$ cat config.mk
export PLATFORM = sky130hd
export DESIGN_NAME = chunk_copy_dma
export DESIGN_NICKNAME = d
export VERILOG_FILES = /design/src/rtl/chunk_dma_pkg.sv /design/src/rtl/dma_desc_check.sv /design/src/rtl/dma_chunk_buf.sv /design/src/rtl/chunk_copy_dma.sv
export SDC_FILE = /design/constraint.sdc
export NUM_CORES = 2
export LEC_CHECK = 0
export BUFFER_PORTS_ARGS = -buffer_cell sky130_fd_sc_hd__buf_2
export CAP_MARGIN = 20
export CORE_AREA = 2 2 493 495
export CTS_CLUSTER_DIAMETER = 30
export DETAILED_ROUTE_END_ITERATION = 7
export DIE_AREA = 0 0 495 497
export GPL_ROUTABILITY_DRIVEN = 0
export SLEW_MARGIN = 5
export SYNTH_ARGS = -nofsm -noshare
export SYNTH_HDL_FRONTEND = slang
export SYNTH_HIERARCHICAL = 1
export SYNTH_SLANG_ARGS = --single-unit
$ cat constraint.sdc
create_clock -name clk -period 8.8 [get_ports clk]
set_input_delay 0 -clock clk [delete_from_list [all_inputs] [get_ports clk]]
set_output_delay 0 -clock clk [all_outputs]
set_load 0.01 [all_outputs]
$ cat src/rtl/chunk_dma_pkg.sv
// Shared types and config field layout for the chunked copy engine.
package chunk_dma_pkg;
    typedef enum logic [1:0] {ST_IDLE, ST_READ, ST_WRITE} dma_state_t;

    localparam int CFG_W       = 9;
    localparam int REPEAT_BIT  = 0;
    localparam int WR_EXP_LSB  = 1;
    localparam int RD_EXP_LSB  = 5;
    localparam int EXP_FIELD_W = 4;

    // Limit a size exponent to the largest supported chunk.
    function automatic logic [EXP_FIELD_W-1:0] clamp_exp(
        input logic [EXP_FIELD_W-1:0] e, input logic [EXP_FIELD_W-1:0] lim);
        return (e > lim) ? lim : e;
    endfunction
endpackage

$ cat src/rtl/dma_desc_check.sv
// Descriptor validation: combinational.
// Assumes the config layout of chunk_dma_pkg; reports acceptance and the clamped exponent.
module dma_desc_check
    import chunk_dma_pkg::*;
#(
    parameter int CNT_W   = 32,
    parameter int MAX_EXP = 6,
    parameter int EXP_W   = 3
) (
    input  logic [CFG_W-1:0] cfg_i,
    input  logic [CNT_W-1:0] cnt_i,
    output logic             ok_o,
    output logic [EXP_W-1:0] exp_o
);
    logic [EXP_FIELD_W-1:0] rd_e, wr_e, lim_e;
    logic [CNT_W-1:0]       rem_mask;

    // Decode exponents, clamp, and test the three rejection conditions.
    always_comb begin
        rd_e     = cfg_i[RD_EXP_LSB +: EXP_FIELD_W];
        wr_e     = cfg_i[WR_EXP_LSB +: EXP_FIELD_W];
        lim_e    = EXP_FIELD_W'(MAX_EXP);
        exp_o    = EXP_W'(clamp_exp(wr_e, lim_e));
        rem_mask = (CNT_W'(1) << exp_o) - CNT_W'(1);
        ok_o     = (cnt_i != '0) && (rd_e == wr_e) && ((cnt_i & rem_mask) == '0);
    end
endmodule

$ cat src/rtl/dma_chunk_buf.sv
// Chunk holding buffer: captures one read beat, zeroing bytes above the chunk.
// Assumes exp_i stays below the buffer's log2 size plus one.
module dma_chunk_buf #(
    parameter int BUF_BYTES = 64,
    parameter int EXP_W     = 3
) (
    input  logic                   clk,
    input  logic                   rst_n,
    input  logic                   load_i,
    input  logic [EXP_W-1:0]       exp_i,
    input  logic [8*BUF_BYTES-1:0] rdata_i,
    output logic [8*BUF_BYTES-1:0] data_o
);
    localparam int LIM_W = 32;
    logic [LIM_W-1:0] chunk_len;

    // Number of valid bytes for the current exponent.
    always_comb chunk_len = LIM_W'(1) << exp_i;

    for (genvar g = 0; g < BUF_BYTES; g++) begin : g_byte
        // Capture byte g of the read beat, or zero it when it lies past the chunk.
        always_ff @(posedge clk) begin
            if (!rst_n)
                data_o[8*g +: 8] <= '0;
            else if (load_i)
                data_o[8*g +: 8] <= (LIM_W'(g) < chunk_len) ? rdata_i[8*g +: 8] : 8'h00;
        end
    end
endmodule

$ cat src/rtl/chunk_copy_dma.sv
// Chunked memory-copy channel: latch and validate a descriptor, then read/write
// one power-of-two chunk at a time. Assumes the memory port returns read data and
// error together with ready, and that ready may arrive in any later cycle.
module chunk_copy_dma
    import chunk_dma_pkg::*;
#(
    parameter int ADDR_W  = 32,
    parameter int CNT_W   = 32,
    parameter int MAX_EXP = 6
) (
    input  logic                            clk,
    input  logic                            rst_n,
    input  logic                            start_i,
    input  logic [8:0]                      cfg_i,
    input  logic [CNT_W-1:0]                cnt_i,
    input  logic [ADDR_W-1:0]               src_i,
    input  logic [ADDR_W-1:0]               dst_i,
    output logic                            mem_req_o,
    output logic                            mem_we_o,
    output logic [ADDR_W-1:0]               mem_addr_o,
    output logic [$clog2(MAX_EXP+1)-1:0]    mem_size_o,
    output logic [8*(1<<MAX_EXP)-1:0]       mem_wdata_o,
    input  logic                            mem_ready_i,
    input  logic [8*(1<<MAX_EXP)-1:0]       mem_rdata_i,
    input  logic                            mem_err_i,
    output logic                            run_o,
    output logic                            done_o,
    output logic                            err_o,
    output logic                            busy_o,
    output logic [8:0]                      exec_cfg_o,
    output logic [CNT_W-1:0]                exec_bytes_o,
    output logic [ADDR_W-1:0]               exec_src_o,
    output logic [ADDR_W-1:0]               exec_dst_o
);
    localparam int BUF_BYTES = 1 << MAX_EXP;
    localparam int DATA_W    = 8 * BUF_BYTES;
    localparam int EXP_W     = $clog2(MAX_EXP + 1);

    dma_state_t        state_q;
    logic              run_q, done_q, err_q;
    logic [CFG_W-1:0]  cfg_q;
    logic [CNT_W-1:0]  bytes_q, orig_bytes_q;
    logic [ADDR_W-1:0] src_q, dst_q, orig_src_q, orig_dst_q;
    logic [EXP_W-1:0]  exp_q, chk_exp;
    logic              chk_ok, accept, buf_load, last_chunk;
    logic [CNT_W-1:0]  chunk_cnt;
    logic [ADDR_W-1:0] chunk_adr;
    logic [DATA_W-1:0] buf_data;

    dma_desc_check #(.CNT_W(CNT_W), .MAX_EXP(MAX_EXP), .EXP_W(EXP_W)) u_check (
        .cfg_i(cfg_i), .cnt_i(cnt_i), .ok_o(chk_ok), .exp_o(chk_exp));

    dma_chunk_buf #(.BUF_BYTES(BUF_BYTES), .EXP_W(EXP_W)) u_buf (
        .clk(clk), .rst_n(rst_n), .load_i(buf_load), .exp_i(exp_q),
        .rdata_i(mem_rdata_i), .data_o(buf_data));

    // Chunk step, beat acceptance and the last-chunk test.
    always_comb begin
        chunk_cnt  = CNT_W'(1) << exp_q;
        chunk_adr  = ADDR_W'(1) << exp_q;
        accept     = mem_req_o && mem_ready_i;
        buf_load   = (state_q == ST_READ) && mem_ready_i && !mem_err_i;
        last_chunk = (bytes_q == chunk_cnt);
    end

    // Memory port and status outputs.
    always_comb begin
        mem_req_o    = (state_q != ST_IDLE);
        mem_we_o     = (state_q == ST_WRITE);
        mem_addr_o   = (state_q == ST_WRITE) ? dst_q : src_q;
        mem_size_o   = exp_q;
        mem_wdata_o  = buf_data;
        busy_o       = (state_q != ST_IDLE);
        run_o        = run_q;
        done_o       = done_q;
        err_o        = err_q;
        exec_cfg_o   = cfg_q;
        exec_bytes_o = bytes_q;
        exec_src_o   = src_q;
        exec_dst_o   = dst_q;
    end

    // Channel sequencer: start/validate, read beat, write beat, completion.
    always_ff @(posedge clk) begin
        if (!rst_n) begin
            state_q      <= ST_IDLE;
            run_q        <= 1'b0;
            done_q       <= 1'b0;
            err_q        <= 1'b0;
            cfg_q        <= '0;
            bytes_q      <= '0;
            src_q        <= '0;
            dst_q        <= '0;
            orig_bytes_q <= '0;
            orig_src_q   <= '0;
            orig_dst_q   <= '0;
            exp_q        <= '0;
        end else begin
            case (state_q)
                ST_IDLE: if (start_i) begin
                    run_q  <= 1'b1;
                    done_q <= 1'b0;
                    if (chk_ok) begin
                        err_q        <= 1'b0;
                        cfg_q        <= cfg_i;
                        bytes_q      <= cnt_i;
                        src_q        <= src_i;
                        dst_q        <= dst_i;
                        orig_bytes_q <= cnt_i;
                        orig_src_q   <= src_i;
                        orig_dst_q   <= dst_i;
                        exp_q        <= chk_exp;
                        state_q      <= ST_READ;
                    end else begin
                        err_q <= 1'b1;
                    end
                end
                ST_READ: if (accept) begin
                    if (mem_err_i) begin
                        err_q   <= 1'b1;
                        state_q <= ST_IDLE;
                    end else begin
                        state_q <= ST_WRITE;
                    end
                end
                ST_WRITE: if (accept) begin
                    if (mem_err_i) begin
                        err_q   <= 1'b1;
                        state_q <= ST_IDLE;
                    end else if (last_chunk) begin
                        run_q   <= 1'b0;
                        done_q  <= 1'b1;
                        state_q <= ST_IDLE;
                        if (cfg_q[REPEAT_BIT]) begin
                            bytes_q <= orig_bytes_q;
                            src_q   <= orig_src_q;
                            dst_q   <= orig_dst_q;
                        end else begin
                            bytes_q <= '0;
                            src_q   <= src_q + chunk_adr;
                            dst_q   <= dst_q + chunk_adr;
                        end
                    end else begin
                        bytes_q <= bytes_q - chunk_cnt;
                        src_q   <= src_q + chunk_adr;
                        dst_q   <= dst_q + chunk_adr;
                        state_q <= ST_READ;
                    end
                end
                default: state_q <= ST_IDLE;
            endcase
        end
    end

    // A waiting beat keeps its request, address, direction and size.
    assert_req_hold_R13: assert property (@(posedge clk) disable iff (!rst_n)
        (mem_req_o && !mem_ready_i) |=> (mem_req_o && $stable(mem_addr_o)
                                          && $stable(mem_we_o) && $stable(mem_size_o)));

    // Beat size never exceeds the clamp.
    assert_size_cap_R4: assert property (@(posedge clk) disable iff (!rst_n)
        mem_req_o |-> (mem_size_o <= EXP_W'(MAX_EXP)));

    // With error flagged the port is quiet.
    assert_quiet_on_err_R12: assert property (@(posedge clk) disable iff (!rst_n)
        err_o |-> !mem_req_o);

    // Done only rises together with run falling.
    assert_done_drops_run_R9: assert property (@(posedge clk) disable iff (!rst_n)
        $rose(done_o) |-> (!run_o && $fell(run_o)));

    // A start during a transfer leaves the latched config alone.
    assert_busy_start_ignored_R11: assert property (@(posedge clk) disable iff (!rst_n)
        (busy_o && start_i) |=> $stable(exec_cfg_o));

    // While busy the remaining count is non-zero and chunk aligned.
    assert_bytes_aligned_R5: assert property (@(posedge clk) disable iff (!rst_n)
        busy_o |-> ((exec_bytes_o != '0) && ((exec_bytes_o & (chunk_cnt - CNT_W'(1))) == '0)));
endmodule

==> impl_metrics.env <==
export IMPL_seq_power_share_pct=26.5
export IMPL_worst_slew_pin_transition_ns=1.28
export IMPL_final_util_pct=24.0
export IMPL_core_area_sq_um=240000
export IMPL_finalWirelength_microns=236000
export IMPL_fill_cells=25500
export IMPL_placedInstanceArea_sq_um=38200
export IMPL_avgRoutedWirePerCell_microns=26.6
export IMPL_numCtsBuffers=212
export IMPL_synth_seq_area_share_pct=50.5
export IMPL_powerDensity_nw_per_um2=215
export IMPL_synth_top_cell_area_share_pct=50.5
export IMPL_synth_top_cells_by_area="sky130_fd_sc_hd__dfxtp_1, sky130_fd_sc_hd__a22o_1, sky130_fd_sc_hd__nand2_1, sky130_fd_sc_hd__a21oi_1, sky130_fd_sc_hd__nand3_1"
export IMPL_ys_warnings_count=6
export IMPL_clkSlewWorstSetupHoldPaths_ns=0.04
export IMPL_number_of_global_route_vias_before_repair=37400
export IMPL_outcome="complete, no violations"
export IMPL_syn_cell_area_sq_um=28600
export IMPL_crit_path_start_kind="input pin"
export IMPL_drive_gt1_share_pct=31.6
export IMPL_place_hpwl_microns=175000
export IMPL_vias_per_cell=4.20
export IMPL_intPower_w=0.00932
export IMPL_setup_clock_skew_after_layout_ns=0.0742
export IMPL_power_share_switching_pct=24.9
export IMPL_cellLeakagePower_nw=24.8
export IMPL_power_clock_fraction_pct=65.4
export IMPL_die_area_sq_um=246000
export IMPL_cp_cell_sequence="dlygate4sd3_1, buf_2, nor4_1, nand2_1, a32oi_1, and4b_1, and3_4, nand2_1, nand2_4, buf_4, o21ai_0, a22o_1, o21a_1"
export IMPL_drt_antenna_violating_nets=0
export IMPL_syn_nets=3622
export IMPL_cts_resized=0
export IMPL_chipWidth_microns=495
export IMPL_synthArstFlopShare_pct=0
export IMPL_drv_max_cap_violation_count=0
export IMPL_clock_fmax_mhz=193
export IMPL_post_route_cell_area_sq_um=57700
export IMPL_grt_overflow=0
export IMPL_final_max_slew_viol_count=0
export IMPL_synthesis_instances=2968
export IMPL_groute_usage_overall_pct=18.2
export IMPL_min_period_over_period_pct=58.9
export IMPL_drcViolationCount=0
export IMPL_nets=6063
export IMPL_final_cell_count_no_fill=8861
export IMPL_setup_viol=0
export IMPL_critical_path_buf_inv_count=3
export IMPL_period_minus_slack_ns=5.18
export IMPL_net_switching_power_w=0.00309
export IMPL_timing_reg2reg_setup_slack_ns=4.20
export IMPL_setup_total_negative_slack_ns=0
export IMPL_hold_path_class="input pin to flop"
export IMPL_synth_top_area_cell="sky130_fd_sc_hd__dfxtp_1"
export IMPL_grt_max_degree=178
export IMPL_totalPowerFinal_w=0.0124
export IMPL_clk_insertion_delay_late_ns=0.83
export IMPL_grt_antenna_before_repair=129
export IMPL_dieHeight_microns=497
export IMPL_path_class="input pin to flop"
export IMPL_setup_repair_after_global_routing_missed_its_margin="no"
export IMPL_crit_path_top_delay_cell="sky130_fd_sc_hd__and3_4"
export IMPL_pre_antenna_drt_iters=8
export IMPL_cts_htree_levels=4
export IMPL_critical_path_most_common_cell="sky130_fd_sc_hd__nand2_1"
export IMPL_worstSetupEndpointType="flop"
export IMPL_synth_edff_count=0
export IMPL_postCtsSetupBuffers=0
export IMPL_timing_critical_path_fanout_max=67
export IMPL_cts_path_max_buffers=3
export IMPL_mean_cell_area_of_the_mapped_netlist_sq_um=9.63
export IMPL_finalHoldViolCount=0
export IMPL_multiInputGateArea_sq_um=12900
export IMPL_critical_path_top_delay_family="simple AND/OR/NAND/NOR gates"
export IMPL_worst_ep_required_time_ns=9.44
export IMPL_placed_cells=7223
export IMPL_postSynth_topFlopCell="sky130_fd_sc_hd__dfxtp_1"
export IMPL_sequential_cell_area_sq_um=14400
export IMPL_synthToLayoutAreaGrowth_pct=102
export IMPL_grt_first_pass_wirelength_microns=313000
export IMPL_start_util_pct=11.9
export IMPL_ys_ff_latch=721
export IMPL_pin_count=1280
export IMPL_ir_worst_vdd_uv=164
export IMPL_worst_path_largest_cell_delay_ns=0.76
export IMPL_worstPathArrival_ns=5.82
export IMPL_placement_rows=180
export IMPL_drtIter0Drc=3991
export IMPL_overall_via_count_from_detail_route=37200
export IMPL_number_of_hold_repair_buffers_added_at_the_cts_stage=1157
export IMPL_place_port_buffers=1279
export IMPL_power_frac_comb_pct=8.1
export IMPL_tritoncts="done"
export IMPL_clock_tree_root_cell="sky130_fd_sc_hd__clkbuf_16"
export IMPL_maxSlewHeadroom_pct=14.5
export IMPL_yosys_cell_types_count=87
export IMPL_cts_sinks=721
==> layer usage <==
| layer | track usage (%) | up-vias | share of wire (%) |
|---|---|---|---|
| met5 | 0 | - | 0.077 |
| met4 | 14.6 | 26 | 9.6 |
| li1 | - | 16100 | - |
| met1 | 18.5 | 17800 | 34 |
| met3 | 6.76 | 784 | 10 |
| met2 | 30.0 | 2609 | 46 |
==> cells in the final DEF, fill, tap and decap left out, types with 22 or more instances in the layout <==
cell type                       count
sky130_fd_sc_hd__clkbuf_8          33
sky130_fd_sc_hd__a21boi_0          65
sky130_fd_sc_hd__nor3_1            41
sky130_fd_sc_hd__nand2_1          332
sky130_fd_sc_hd__nand2b_1          65
sky130_fd_sc_hd__clkbuf_16        213
sky130_fd_sc_hd__a21oi_1          235
sky130_fd_sc_hd__and3_1            22
sky130_fd_sc_hd__a31oi_1           27
sky130_fd_sc_hd__nor2_1            81
sky130_fd_sc_hd__buf_2           1278
sky130_fd_sc_hd__diode_2           83
sky130_fd_sc_hd__o211ai_1          29
sky130_fd_sc_hd__buf_4             42
sky130_fd_sc_hd__inv_1             33
sky130_fd_sc_hd__a32o_1            32
sky130_fd_sc_hd__inv_6             25
sky130_fd_sc_hd__nand3_1          125
sky130_fd_sc_hd__mux2_2            28
sky130_fd_sc_hd__o21ai_0          119
sky130_fd_sc_hd__a22o_1           410
sky130_fd_sc_hd__dfxtp_1          720
sky130_fd_sc_hd__bufinv_16         27
sky130_fd_sc_hd__clkinv_2          30
sky130_fd_sc_hd__xor2_1            23
sky130_fd_sc_hd__dlygate4sd3_1   1157
sky130_fd_sc_hd__ha_1              28
==> registers in the layout (all words and copies together) (netlist names) <==
signal,cells
mem_size_o,3
done_o,1
run_o,1
exec_bytes_o,32
exec_cfg_o,9
err_o,1
orig_bytes_q,32
u_buf/data_o,512
exec_dst_o,32
exec_src_o,32
state_q,2
orig_dst_q,32
orig_src_q,32
==> path summary, 6_finish.rpt <==
path	startpoint	to	cells past startpoint
min reg2reg	orig_src_q[31]	orig_src_q[31]	2
min	mem_rdata_i[191]	u_buf/data_o[191]	3
max reg2reg	mem_size_o[0]	exec_bytes_o[21]	9
max	cnt_i[18]	exec_bytes_o[21]	13
==> stage by stage <==
stage                     setup slack, ns  hold WS (ns)
after CTS                            3.66      0.000173
final                                3.62        0.0433
after detailed placement             3.39         0.212
after global placement               3.41         0.211
after global routing                 3.64     -0.000710
after floorplan                      5.51         0.126
==> tightest hold or removal path, stage by stage <==
cell and delay (ns):
sky130_fd_sc_hd__dlygate4sd3_1 0.60, sky130_fd_sc_hd__buf_2 0.13, sky130_fd_sc_hd__a22o_1 0.10
==> cells in the mapped netlist (11+ instances only) <==
library cell,count
sky130_fd_sc_hd__a211oi_1,13
sky130_fd_sc_hd__a21boi_0,65
sky130_fd_sc_hd__a21oi_1,236
sky130_fd_sc_hd__a221oi_1,11
sky130_fd_sc_hd__a22o_1,410
sky130_fd_sc_hd__a2bb2oi_1,12
sky130_fd_sc_hd__a311oi_1,19
sky130_fd_sc_hd__a31oi_1,27
sky130_fd_sc_hd__a32o_1,32
sky130_fd_sc_hd__and3_1,23
sky130_fd_sc_hd__buf_2,82
sky130_fd_sc_hd__buf_4,39
sky130_fd_sc_hd__clkbuf_1,123
sky130_fd_sc_hd__dfxtp_1,721
sky130_fd_sc_hd__ha_1,29
sky130_fd_sc_hd__inv_1,33
sky130_fd_sc_hd__mux2_2,28
sky130_fd_sc_hd__mux2i_1,12
sky130_fd_sc_hd__nand2_1,333
sky130_fd_sc_hd__nand2b_1,65
sky130_fd_sc_hd__nand3_1,126
sky130_fd_sc_hd__nand4_1,14
sky130_fd_sc_hd__nor2_1,81
sky130_fd_sc_hd__nor2b_1,19
sky130_fd_sc_hd__nor3_1,42
sky130_fd_sc_hd__nor4_1,19
sky130_fd_sc_hd__o211ai_1,29
sky130_fd_sc_hd__o21ai_0,119
sky130_fd_sc_hd__xnor2_1,20
sky130_fd_sc_hd__xor2_1,23
==> power groups by stage <==
| stage | Clock (W) | Sequential, W | Combinational (W) |
|---|---|---|---|
| floorplan | 0 | 0.00335 | 0.000240 |
| global placement | 0 | 0.00335 | 0.000522 |
| detailed placement | 0 | 0.00335 | 0.000531 |
| CTS | 0.00821 | 0.00329 | 0.000975 |
| global route | 0.00841 | 0.00329 | 0.00105 |
| finish | 0.00811 | 0.00329 | 0.00100 |
==> cell families (layout without fill, tap and decap cells) <==
group | count (synthesis) | in the layout | share of synthesized area [%]
buf+inv | 289 | 2914 | 4.78
compound gates | 1059 | 1059 | 27.1
simple gates | 782 | 782 | 13.2
flops | 721 | 721 | 50.5
other cells | 2 | 85 | 0.0263
mux | 40 | 40 | 1.52
fa+ha+maj | 32 | 32 | 1.48
xor+xnor | 43 | 43 | 1.32
==> area by class of cell <==
class,count,area share [%]
multi-input combinational,1958,22.3
antenna,83,0.360
timing repair buffer,2480,31.8
tap,3185,6.91
inverter,36,0.239
clock inverter,132,3.12
clock buffer,266,10.2
sequential,721,25.0
No activity file was read; power rests on OpenSTA's default activity.
